--- config.mk ---
export PLATFORM = sky130hd
export DESIGN_NAME = irq_vec16
export DESIGN_NICKNAME = d
export VERILOG_FILES = /design/src/rtl/irq_vec16.sv
export SDC_FILE = /design/constraint.sdc
export NUM_CORES = 1
export LEC_CHECK = 0
export ABC_AREA = 1
export BUFFER_PORTS_ARGS = -buffer_cell sky130_fd_sc_hd__clkbuf_2
export CAP_MARGIN = 30
export CORE_MARGIN = 4
export CORE_UTILIZATION = 25
export CTS_CLUSTER_DIAMETER = 40
export DETAILED_ROUTE_END_ITERATION = 8
export HOLD_SLACK_MARGIN = 0.06
export SYNTH_ARGS = -nofsm -noshare
export SYNTH_HDL_FRONTEND = slang
export SYNTH_SLANG_ARGS = --single-unit
--- constraint.sdc ---
create_clock -name clk -period 2.9 [get_ports clk]
set_input_delay 0.145 -clock clk [delete_from_list [all_inputs] [get_ports clk]]
set_output_delay 0.145 -clock clk [all_outputs]
set_load 0.05 [all_outputs]
--- src/rtl/irq_vec16.sv ---
module irq_vec16 #(
  parameter int HALF = 8
) (
  input  logic              clk,
  input  logic              rst_n,
  input  logic [2*HALF-1:0] src_stb,
  input  logic              reg_sel,
  input  logic              reg_wr,
  input  logic [3:0]        reg_addr,
  input  logic [HALF-1:0]   wdata,
  output logic [HALF-1:0]   rdata,
  input  logic              ack,
  input  logic              chain_in_n,
  output logic              chain_out_n,
  output logic              irq_n,
  output logic              vec_valid,
  output logic [7:0]        vec
);
  localparam int NCH = 2 * HALF;

  logic [NCH-1:0] en, pend, ins, mask;
  logic [4:0]     vreg;
  logic [NCH-1:0] active, elig, ack_bit, en_n, pend_n, ins_n;
  logic [3:0]     win;
  logic           req, wr, rd, take;

  assign wr     = reg_sel & reg_wr & ~ack;
  assign rd     = reg_sel & ~reg_wr & ~ack;
  assign active = pend & mask;

  always_comb begin
    logic blk;
    blk  = 1'b0;
    elig = '0;
    win  = '0;
    for (int i = NCH - 1; i >= 0; i--) begin
      blk     = blk | (vreg[0] & ins[i]);
      elig[i] = active[i] & ~blk;
    end
    for (int i = 0; i < NCH; i++)
      if (elig[i]) win = 4'(i);
  end

  assign req         = |elig;
  assign irq_n       = ~(req & ~ack);
  assign chain_out_n = ~(~chain_in_n & ~req);
  assign take        = ack & ~reg_sel & ~chain_in_n & req;
  assign ack_bit     = take ? (NCH'(1) << win) : '0;

  function automatic logic [NCH-1:0] put(input logic [NCH-1:0] cur,
                                         input logic hi, input logic [HALF-1:0] d);
    return hi ? {d, cur[HALF-1:0]} : {cur[NCH-1:HALF], d};
  endfunction

  function automatic logic [NCH-1:0] keep(input logic [NCH-1:0] cur,
                                          input logic hi, input logic [HALF-1:0] d);
    return hi ? {cur[NCH-1:HALF] & d, cur[HALF-1:0]} : {cur[NCH-1:HALF], cur[HALF-1:0] & d};
  endfunction

  always_comb begin
    en_n   = en;
    pend_n = pend;
    ins_n  = ins;
    if (wr && reg_addr[3:1] == 3'd0) en_n   = put(en, ~reg_addr[0], wdata);
    if (wr && reg_addr[3:1] == 3'd1) pend_n = keep(pend, ~reg_addr[0], wdata);
    if (wr && reg_addr[3:1] == 3'd2) ins_n  = keep(ins, ~reg_addr[0], wdata);
    pend_n = ((pend_n & ~ack_bit) | src_stb) & en_n;
    if (vreg[0]) ins_n = ins_n | ack_bit;
  end

  always_ff @(posedge clk) begin
    if (!rst_n) begin
      en        <= '0;
      pend      <= '0;
      ins       <= '0;
      mask      <= '0;
      vreg      <= '0;
      vec_valid <= 1'b0;
      vec       <= '0;
    end else begin
      en        <= en_n;
      pend      <= pend_n;
      ins       <= ins_n;
      if (wr && reg_addr[3:1] == 3'd3) mask <= put(mask, ~reg_addr[0], wdata);
      if (wr && reg_addr == 4'd8) vreg <= wdata[7:3];
      vec_valid <= take;
      if (take) vec <= {vreg[4:1], win};
    end
  end

  always_comb begin
    rdata = '0;
    if (rd) begin
      case (reg_addr)
        4'd0: rdata = en[NCH-1:HALF];
        4'd1: rdata = en[HALF-1:0];
        4'd2: rdata = pend[NCH-1:HALF];
        4'd3: rdata = pend[HALF-1:0];
        4'd4: rdata = ins[NCH-1:HALF];
        4'd5: rdata = ins[HALF-1:0];
        4'd6: rdata = mask[NCH-1:HALF];
        4'd7: rdata = mask[HALF-1:0];
        4'd8: rdata = {vreg, 3'b000};
        default: rdata = '0;
      endcase
    end
  end
endmodule

==> flow_summary_export.csv, run 1 <==
group,metric,value,unit
cts,clk_latency,350,ps
timing,relSlewSlack,63.6,%
detailed_routing,drt_iter0_drc,381,
yosys,synth_mux_area_share,0,%
detailed_routing,via_count,4556,
critical_path,endpoint_kind,"output pin",
placement,placed_cells,878,
critical_path,cp-start-kind,"register",
critical_path,crit_required,2760,ps
cts,clkSlewWorstSetupHoldPaths,70,ps
detailed_routing,wire_per_inst,17.7,um
finish,drive_above_1_share,19.3,%
grt,antenna_found_initial,0,
yosys,ys_seq_area_share,38.0,%
timing,setup_viol,0,
placement,place_hpwl,12.6,mm
grt,grt_first_pass_wirelength,24.7,mm
timing,worst_slack,159,ps
finish,synthToLayoutAreaGrowth,28.3,%
detailed_routing,drt-vias-per-instance,5.00,
die,die_w,136,um
power,switchingPower,0.566,mW
yosys,synth_seq_cells,78,
finish,fin_area,5270,um2
finish,fin_cells,911,
power,ir_drop,0.000229,V
placement,gp_congestion,0.995,
yosys,syn_nets,634,
yosys,ys_types,40,
detailed_routing,drtAntennaViolNets,0,
detailed_routing,wl,16.1,mm
grt,overflow,0,
detailed_routing,drtPass1Iterations,5,
yosys,synth_compound_area_share,24.6,%
power,p_int,1.71,mW
cts,ctsLongestPathBuffers,2,
yosys,syn_area_per_cell,6.85,um2
grt,grt_use_total,17.6,%
yosys,synthCells,600,
timing,finalMaxSlewViolations,0,
critical_path,worstPathArrival,2600,ps
status,status,"completed",
cts,cts_buffers,9,
timing,finalHoldViolCount,0,
detailed_routing,drc,0,
finish,mostFrequentLayoutCell,"inv_1",
timing,fmax,365,MHz
power,seqPwrFrac,47.5,%
finish,diodes,0,
finish,nNetsFinal,724,
power,p_clk_share,46.0,%
yosys,synthSimpleGateAreaFrac,26.1,%
timing,fin_crit,2740,ps
cts,root_buffer,"clkbuf_16",
yosys,syn_area,4110,um2
yosys,synth_top_family_by_area,"simple AND/OR/NAND/NOR gates",
die,io_pins,53,
power,leakagePower,2.14,nW
die,die_area,18500,um2
die,die_y,136,um
min_path,hp-class,"input pin to register",
grt,grt_max_degree,32,
yosys,synthAdderAreaFrac,0,%
critical_path,worstSetupPathType,"register to output pin",
die,start_util,25.7,%
cts,clock_sinks,78,
cts,cts_htree_levels,3,
placement,post-place-ws,186,ps
finish,fin_util,32.9,%
die,core,16000,um2
timing,tightest_slew,545,ps
placement,portBuffers,52,
timing,fin_skew,10.9,ps
power,power_per_cell_area,432,nW/um2
flow_run,cap_violations,0,
finish,final_cell_mix,"97 x inv_1, 77 x dfxtp_1, 74 x nand2_1, 66 x nor2_1, 65 x o21ai_0",
cts,cts_tree,"done",
power,combinationalPowerShare,6.5,%
grt,grt_pass1_vias,4324,
timing,holdWs,57.0,ps
placement,placed_area,4770,um2
yosys,yosys_warnings,0,
yosys,synthXorXnorAreaFrac,0,%
timing,min_period_over_period,94.5,%
timing,rsz0062_at_grt,"true",
finish,nFillCells,1825,
power,p_sw_share,24.9,%
critical_path,cp_max_fo,3,
die,rows,46,
-- layout make-up --
cell class                 instances  area (um2)  area share, %
clock buffer                       9         225           4.27
multi-input combinational        401        2130           40.5
sequential                        78        1570           29.7
timing repair buffer              97         637           12.1
tap                              216         270           5.13
inverter                         103         389           7.38
clock inverter                     7        48.8          0.926
-- stage by stage --
stage | total power, mW | TNS (ps)
floorplan | 1.16 | 0
global placement | 1.23 | 0
detailed placement | 1.23 | 0
CTS | 2.28 | 0
global route | 2.34 | -517
finish | 2.27 | 0
-- cell usage after synthesis --
cell type | count | area share, %
o21ai_2 | 1 | 0.21
nor2_4 | 1 | 0.27
o211ai_1 | 1 | 0.18
dlygate4sd1_1 | 1 | 0.21
o31ai_1 | 4 | 0.73
nor2_2 | 3 | 0.46
buf_4 | 1 | 0.18
o21bai_1 | 9 | 1.6
nand3_1 | 27 | 3.3
dfxtp_1 | 78 | 38
nor3_2 | 1 | 0.24
and2_1 | 2 | 0.30
inv_2 | 2 | 0.18
buf_2 | 3 | 0.37
inv_1 | 100 | 9.1
clkinv_1 | 1 | 0.091
nor3_4 | 1 | 0.40
nand2_2 | 5 | 0.76
o21ai_0 | 65 | 7.9
o21bai_4 | 1 | 0.46
nand4_2 | 2 | 0.61
a221oi_1 | 14 | 3.0
nor4_1 | 1 | 0.15
clkbuf_1 | 13 | 1.2
nor2_1 | 66 | 6.0
o22ai_1 | 3 | 0.46
nand4_4 | 1 | 0.52
or2_2 | 1 | 0.15
a21oi_1 | 58 | 7.1
a21oi_2 | 1 | 0.21
a22o_1 | 1 | 0.21
nor3_1 | 25 | 3.0
nand2_4 | 2 | 0.55
o2111ai_1 | 2 | 0.43
a31oi_1 | 9 | 1.4
nand2_1 | 75 | 6.9
o211ai_2 | 1 | 0.30
a21boi_1 | 1 | 0.18
a21boi_0 | 1 | 0.18
nand4_1 | 16 | 2.4
-- worst max-delay path: stages, from the launching register on --
cell and delay (ps):
dfxtp_1 390, nor2_4 60, buf_4 140, a21oi_1 160, nor3_1 90, nor2_1 190, nand2_1 90, inv_1 90
nand2_1 110, nor3_1 240, o211ai_2 170, or2_2 310, buf_2 210
-- path summary, 6_finish.rpt --
| path | start | to | slack, ps | depth (start not counted) |
|---|---|---|---|---|
| max | ins[14]$_SDFF_PN0_ | chain_out_n | 160 | 12 |
| min | src_stb[9] | pend[9]$_SDFF_PN0_ | 60 | 3 |
| max reg2reg | ins[15]$_SDFF_PN0_ | pend[8]$_SDFF_PN0_ | 200 | 16 |
| min reg2reg | vec[5]$_SDFFE_PN0P_ | vec[5]$_SDFFE_PN0P_ | 490 | 2 |
-- registers in the layout (all words and copies together) (netlist names) --
signal / cells
en: 16
ins: 16
mask: 16
pend: 16
vec: 8
vreg: 5
vec_valid: 1
-- logic make-up (layout without fill, tap and decap cells) --
kind of cell / count (synthesis) / in the layout
buffers and inverters: 121 / 216
AND/OR/NAND/NOR: 229 / 229
AO/OA/AOI/OAI: 172 / 172
flip-flops: 78 / 78
-- routing by layer --
metal  up-vias  GRT usage [%]  share of wire (%)
met4         0           5.82                2.6
met5         -              0                  0
met3        31           4.48                8.8
met2       196           27.2                 46
met1      2128           23.8                 43
li1       2201              -                  -
-- repair_timing --
| action | in CTS | in global routing |
|---|---|---|
| buffers inserted | 0 | 3 |
| setup endpoints to repair | 0 | 30 |
| hold endpoints to repair | 14 | 0 |
| hold buffers | 14 | 0 |
| resized for setup | 0 | 21 |
-- power by group through the flow --
stage	Clock (mW)	Combinational, mW	Sequential [mW]
6_report	1.05	0.149	1.08
5_1_grt	1.10	0.161	1.08
4_1_cts	1.06	0.145	1.08
3_5_place_dp	0	0.130	1.10
3_3_place_gp	0	0.131	1.10
2_1_floorplan	0	0.0616	1.10
(Power assumes the default switching activity.)
==> run 2, diff against run 1 <==
CAP_MARGIN = unset   (was 30)
PLACE_DENSITY = 0.51   (was unset)
==> run 2 against run 1 <==
Cell count is 0.44% lower; core utilization increased by 0.078 points; critical path depth is the same; largest power group is now the clock network; via count barely moved; critical path type unchanged; clock power increased by 19%; count of clock-buffer cells in the layout rose by 2; maximum frequency is 1.2% higher; highest routed layer unchanged; routed wire length rose by 0.24%; sequential power is essentially flat; cell area is 0.24% higher; clock skew is 0.74 ps lower.
==> flow_summary_export.csv, run 2 (synthesized netlist as in run 1, its figures left out) <==
group,metric,value,unit
flow_run,cap_violations,0,
placement,place_hpwl,12.5,mm
finish,nNetsFinal,720,
placement,gp_congestion,0.950,
timing,min_period_over_period,93.4,%
detailed_routing,drt_iter0_drc,475,
die,start_util,25.7,%
detailed_routing,wire_per_inst,17.8,um
placement,placed_area,4770,um2
power,leakagePower,2.14,nW
detailed_routing,drtPass1Iterations,5,
critical_path,worstSetupPathType,"register to output pin",
critical_path,cp_max_fo,3,
die,rows,46,
detailed_routing,drtAntennaViolNets,0,
min_path,hp-class,"input pin to register",
die,die_y,136,um
grt,grt_pass1_vias,4233,
timing,finalMaxSlewViolations,0,
timing,fmax,369,MHz
grt,grt_max_degree,31,
grt,overflow,0,
cts,cts_tree,"done",
timing,fin_crit,2710,ps
cts,cts_buffers,9,
detailed_routing,drt-vias-per-instance,5.02,
status,status,"completed",
critical_path,cp-start-kind,"register",
die,io_pins,53,
finish,final_cell_mix,"98 x inv_1, 77 x dfxtp_1, 75 x nand2_1, 66 x nor2_1, 65 x o21ai_0",
cts,cts_htree_levels,3,
grt,grt_use_total,18.0,%
finish,fin_util,33.0,%
critical_path,r2r_cells,17,
placement,portBuffers,52,
cts,clk_latency,350,ps
critical_path,endpoint_kind,"output pin",
timing,setup_viol,0,
grt,antenna_found_initial,0,
finish,fin_area,5280,um2
cts,root_buffer,"clkbuf_16",
die,die_area,18500,um2
timing,worst_slack,192,ps
placement,placed_cells,875,
detailed_routing,via_count,4553,
timing,relSlewSlack,60.7,%
finish,fin_cells,907,
timing,finalHoldViolCount,0,
finish,synthToLayoutAreaGrowth,28.6,%
power,power_per_cell_area,468,nW/um2
grt,grt_first_pass_wirelength,25.3,mm
detailed_routing,wl,16.1,mm
timing,holdWs,104,ps
detailed_routing,drc,0,
critical_path,cp-startpoint,"ins[14]$_SDFF_PN0_",
power,ir_drop,0.000317,V
cts,clock_sinks,78,
finish,drive_above_1_share,17.7,%
die,die_w,136,um
critical_path,r2r-start,"ins[14]$_SDFF_PN0_",
critical_path,worstPathArrival,2560,ps
finish,mostFrequentLayoutCell,"inv_1",
finish,nFillCells,1804,
cts,clkSlewWorstSetupHoldPaths,70,ps
timing,tightest_slew,587,ps
finish,diodes,0,
timing,fin_skew,10.2,ps
die,core,16000,um2
critical_path,crit_required,2760,ps
placement,post-place-ws,229,ps
critical_path,worstReg2RegEnd,"pend[10]$_SDFF_PN0_",
critical_path,reg2reg_setup_slack,220,ps
critical_path,endpoint,"chain_out_n",
cts,ctsLongestPathBuffers,2,
-- run 2: critical path: stages (launching register included) --
cell and delay, ps:
dfxtp_1 400, nor2_4 70, buf_4 130, a31oi_1 140, nor3_1 80, nor2_1 170
nand2_1 70, inv_1 90, nand2_1 110, nor3_1 250, o211ai_2 170, or2_2 310
buf_2 220
-- run 2: final cells by class --
cell class              instances  area (um2)  share of cell area (%)
multi-input cells             401        2100                    39.8
clock buffers                  11         243                    4.59
repair buffers                 93         631                    11.9
inverters                     103         392                    7.41
well taps                     216         270                    5.12
clock inverters                 5        81.3                    1.54
flip-flops and latches         78        1560                    29.6
-- run 2: what timing repair did --
item,in CTS,in global routing
hold buffers,15,0
setup buffers,0,1
endpoints found under the hold margin,15,0
resized for setup,0,11
setup endpoints to repair,0,17
-- run 2: power by group --
group	switching [mW]	internal, mW
Clock	0.466	0.779
Combinational	0.0964	0.0517
Sequential	0.00445	1.08
Total	0.567	1.91
-- run 2: worst min path at each step --
stage	startpoint	endpoint	slack, ps	cells after the start
final	wdata[1]	en[9]$_SDFF_PN0_	100	3
after global routing	wdata[1]	en[9]$_SDFF_PN0_	100	3
after CTS	wdata[1]	en[9]$_SDFF_PN0_	90	3
after detailed placement	src_stb[10]	pend[10]$_SDFF_PN0_	370	3
after global placement	src_stb[10]	pend[10]$_SDFF_PN0_	370	3
after floorplan	src_stb[11]	pend[11]$_SDFF_PN0_	260	2
-- run 2: per-stage QoR --
step / TNS (ps) / power (mW)
after global routing: -0.732 / 2.55
after CTS: 0 / 2.49
after detailed placement: 0 / 1.23
after global placement: 0 / 1.23
after floorplan: 0 / 1.16
final: 0 / 2.47
-- run 2: per-layer routing --
metal	up-vias	global-route usage [%]	wire, um	share of wire, %
met2	192	26.6	7060	44
met1	2146	26.9	7610	47
met3	15	3.89	1320	8.2
met4	0	3.75	156	0.97
met5	-	0	0	0
li1	2200	-	-	-
==> run 3, diff against run 2 <==
CORE_MARGIN = unset   (was 4)
HOLD_SLACK_MARGIN = 0.02   (was 0.06)
REMOVE_ABC_BUFFERS = 1   (was unset)
==> run 3 against run 2 <==
First-iteration DRC count down 4.8%; worst hold slack lost 85 ps; cell count shrank 0.44%; count of clock-buffer cells in the layout unchanged; sequential share of layout area rose by 0.31 points; maximum frequency is 0.87% lower; routed wire length decreased by 1.8%; non-clock buffer count decreased by 3; cell area is 0.97% lower; clock power increased by 5%; via count decreased by 2.1%; critical endpoint unchanged; largest cell class unchanged.
==> flow_summary_export.csv, run 3 (synthesized netlist as in run 1, its figures left out) <==
group,metric,value,unit
detailed_routing,wire_per_inst,17.5,um
detailed_routing,drt-vias-per-instance,4.94,
cts,cts_buffers,9,
detailed_routing,wl,15.8,mm
placement,place_hpwl,12.1,mm
critical_path,endpoint,"chain_out_n",
timing,tightest_slew,573,ps
critical_path,crit_top_cell,"nand2_1",
detailed_routing,drtAntennaViolNets,0,
cts,clock_sinks,78,
timing,fin_skew,8.75,ps
detailed_routing,via_count,4458,
power,leakagePower,2.15,nW
finish,nNetsFinal,717,
critical_path,worstReg2RegEnd,"pend[4]$_SDFF_PN0_",
critical_path,endpoint_kind,"output pin",
finish,nFillCells,1778,
cts,ctsLongestPathBuffers,2,
grt,grt_first_pass_wirelength,24.2,mm
critical_path,worst_path_largest_cell_delay,330,ps
status,status,"completed",
finish,mostFrequentLayoutCell,"inv_1",
critical_path,crit_required,2760,ps
placement,portBuffers,52,
die,core,15900,um2
die,die_area,16900,um2
critical_path,cp-startpoint,"ins[12]$_SDFF_PN0_",
cts,cts_tree,"done",
grt,overflow,0,
finish,diodes,0,
die,die_y,130,um
finish,seq_area,1560,um2
detailed_routing,drtPass1Iterations,6,
critical_path,critPathSlowestCell,"dfxtp_1",
grt,antenna_found_initial,0,
finish,fin_util,32.8,%
flow_run,cap_violations,0,
grt,grt_pass1_vias,4193,
power,power_per_cell_area,484,nW/um2
detailed_routing,drc,0,
cts,root_buffer,"clkbuf_16",
die,die_w,130,um
finish,synthToLayoutAreaGrowth,27.4,%
critical_path,cp-start-kind,"register",
cts,clkSlewWorstSetupHoldPaths,60,ps
placement,gp_congestion,0.936,
cts,clk_latency,350,ps
critical_path,reg2reg_setup_slack,230,ps
die,rows,46,
critical_path,r2r_cells,17,
critical_path,crit_chain,"inv_1 -> nand4_4 -> nor3_4 -> nor2_2 -> a21oi_2 -> nand3_1 -> nand2_1 -> nor2_1 -> nand2_1 -> nor3_2 -> o211ai_2 -> or2_2 -> buf_2",
critical_path,cp_max_fo,3,
finish,multiInputGateArea,2110,um2
critical_path,worstSetupPathType,"register to output pin",
detailed_routing,drt_iter0_drc,452,
cts,cts_htree_levels,3,
timing,setup_viol,0,
timing,fin_crit,2730,ps
die,io_pins,53,
timing,finalHoldViolCount,0,
timing,fmax,366,MHz
timing,min_period_over_period,94.2,%
finish,final_cell_mix,"98 x inv_1, 76 x dfxtp_1, 74 x nand2_1, 65 x nor2_1, 65 x o21ai_0",
die,start_util,25.8,%
critical_path,worstPathArrival,2590,ps
timing,relSlewSlack,61.8,%
critical_path,r2r-start,"ins[15]$_SDFF_PN0_",
power,ir_drop,0.000295,V
grt,grt_use_total,19.7,%
grt,grt_max_degree,33,
min_path,hp-class,"input pin to register",
power,power,2.53,mW
finish,drive_above_1_share,19.4,%
timing,finalMaxSlewViolations,0,
## run 3: metrics by stage
stage	area (um2)	cells	worst slack, ps	hold WS, ps	TNS, ps
floorplan	4030	582	285	262	0
finish	5230	903	168	19.1	0
CTS	5170	900	47.6	20.5	0
global route	5230	903	-8.38	37.9	-8.38
detailed placement	4800	882	-25.3	368	-64.3
global placement	4800	882	-70.2	373	-387
## run 3: power by group
part / switching [mW] / internal [mW]
Clock: 0.453 / 0.859
Combinational: 0.0946 / 0.0448
Sequential: 0.00385 / 1.08
## run 3: final cells by class
| class | instances | share of cell area (%) |
|---|---|---|
| Clock buffer | 11 | 4.64 |
| Clock inverter | 4 | 1.82 |
| Inverter | 103 | 7.39 |
| Multi-Input combinational cell | 401 | 40.4 |
| Sequential cell | 78 | 29.9 |
| Tap cell | 216 | 5.17 |
| Timing Repair Buffer | 90 | 10.7 |
## run 3: worst max-delay path: cells and delay by family (launching register included)
family / cells / cell delay [ps]
and+or+nand+nor: 9 / 1340
buffers and inverters: 2 / 310
AOI/OAI and AO/OA: 2 / 260
DFF: 1 / 330
## run 3: metal layers
metal  track usage [%]  wire [um]
met1              26.9       7420
met2              30.2       6930
met3              3.73       1050
met4              8.41        446
met5                 0          0
## run 3: repair_timing
action	CTS	global route
endpoints found under the setup margin	8	19
setup buffers	0	3
pin swaps	0	4
endpoints found under the hold margin	3	0
gates cloned	0	0
hold buffers	3	0
gates resized for setup	2	13
## run 3: how the worst min path moves through the flow
stage	slack (ps)	endpoint	start	cells after the start
5_1_grt	40	pend[12]$_SDFF_PN0_	src_stb[12]	3
6_report	20	pend[3]$_SDFF_PN0_	src_stb[3]	3
2_1_floorplan	260	pend[11]$_SDFF_PN0_	src_stb[11]	2
3_5_place_dp	370	pend[14]$_SDFF_PN0_	src_stb[14]	3
4_1_cts	20	pend[13]$_SDFF_PN0_	src_stb[13]	3
3_3_place_gp	370	pend[3]$_SDFF_PN0_	src_stb[3]	3
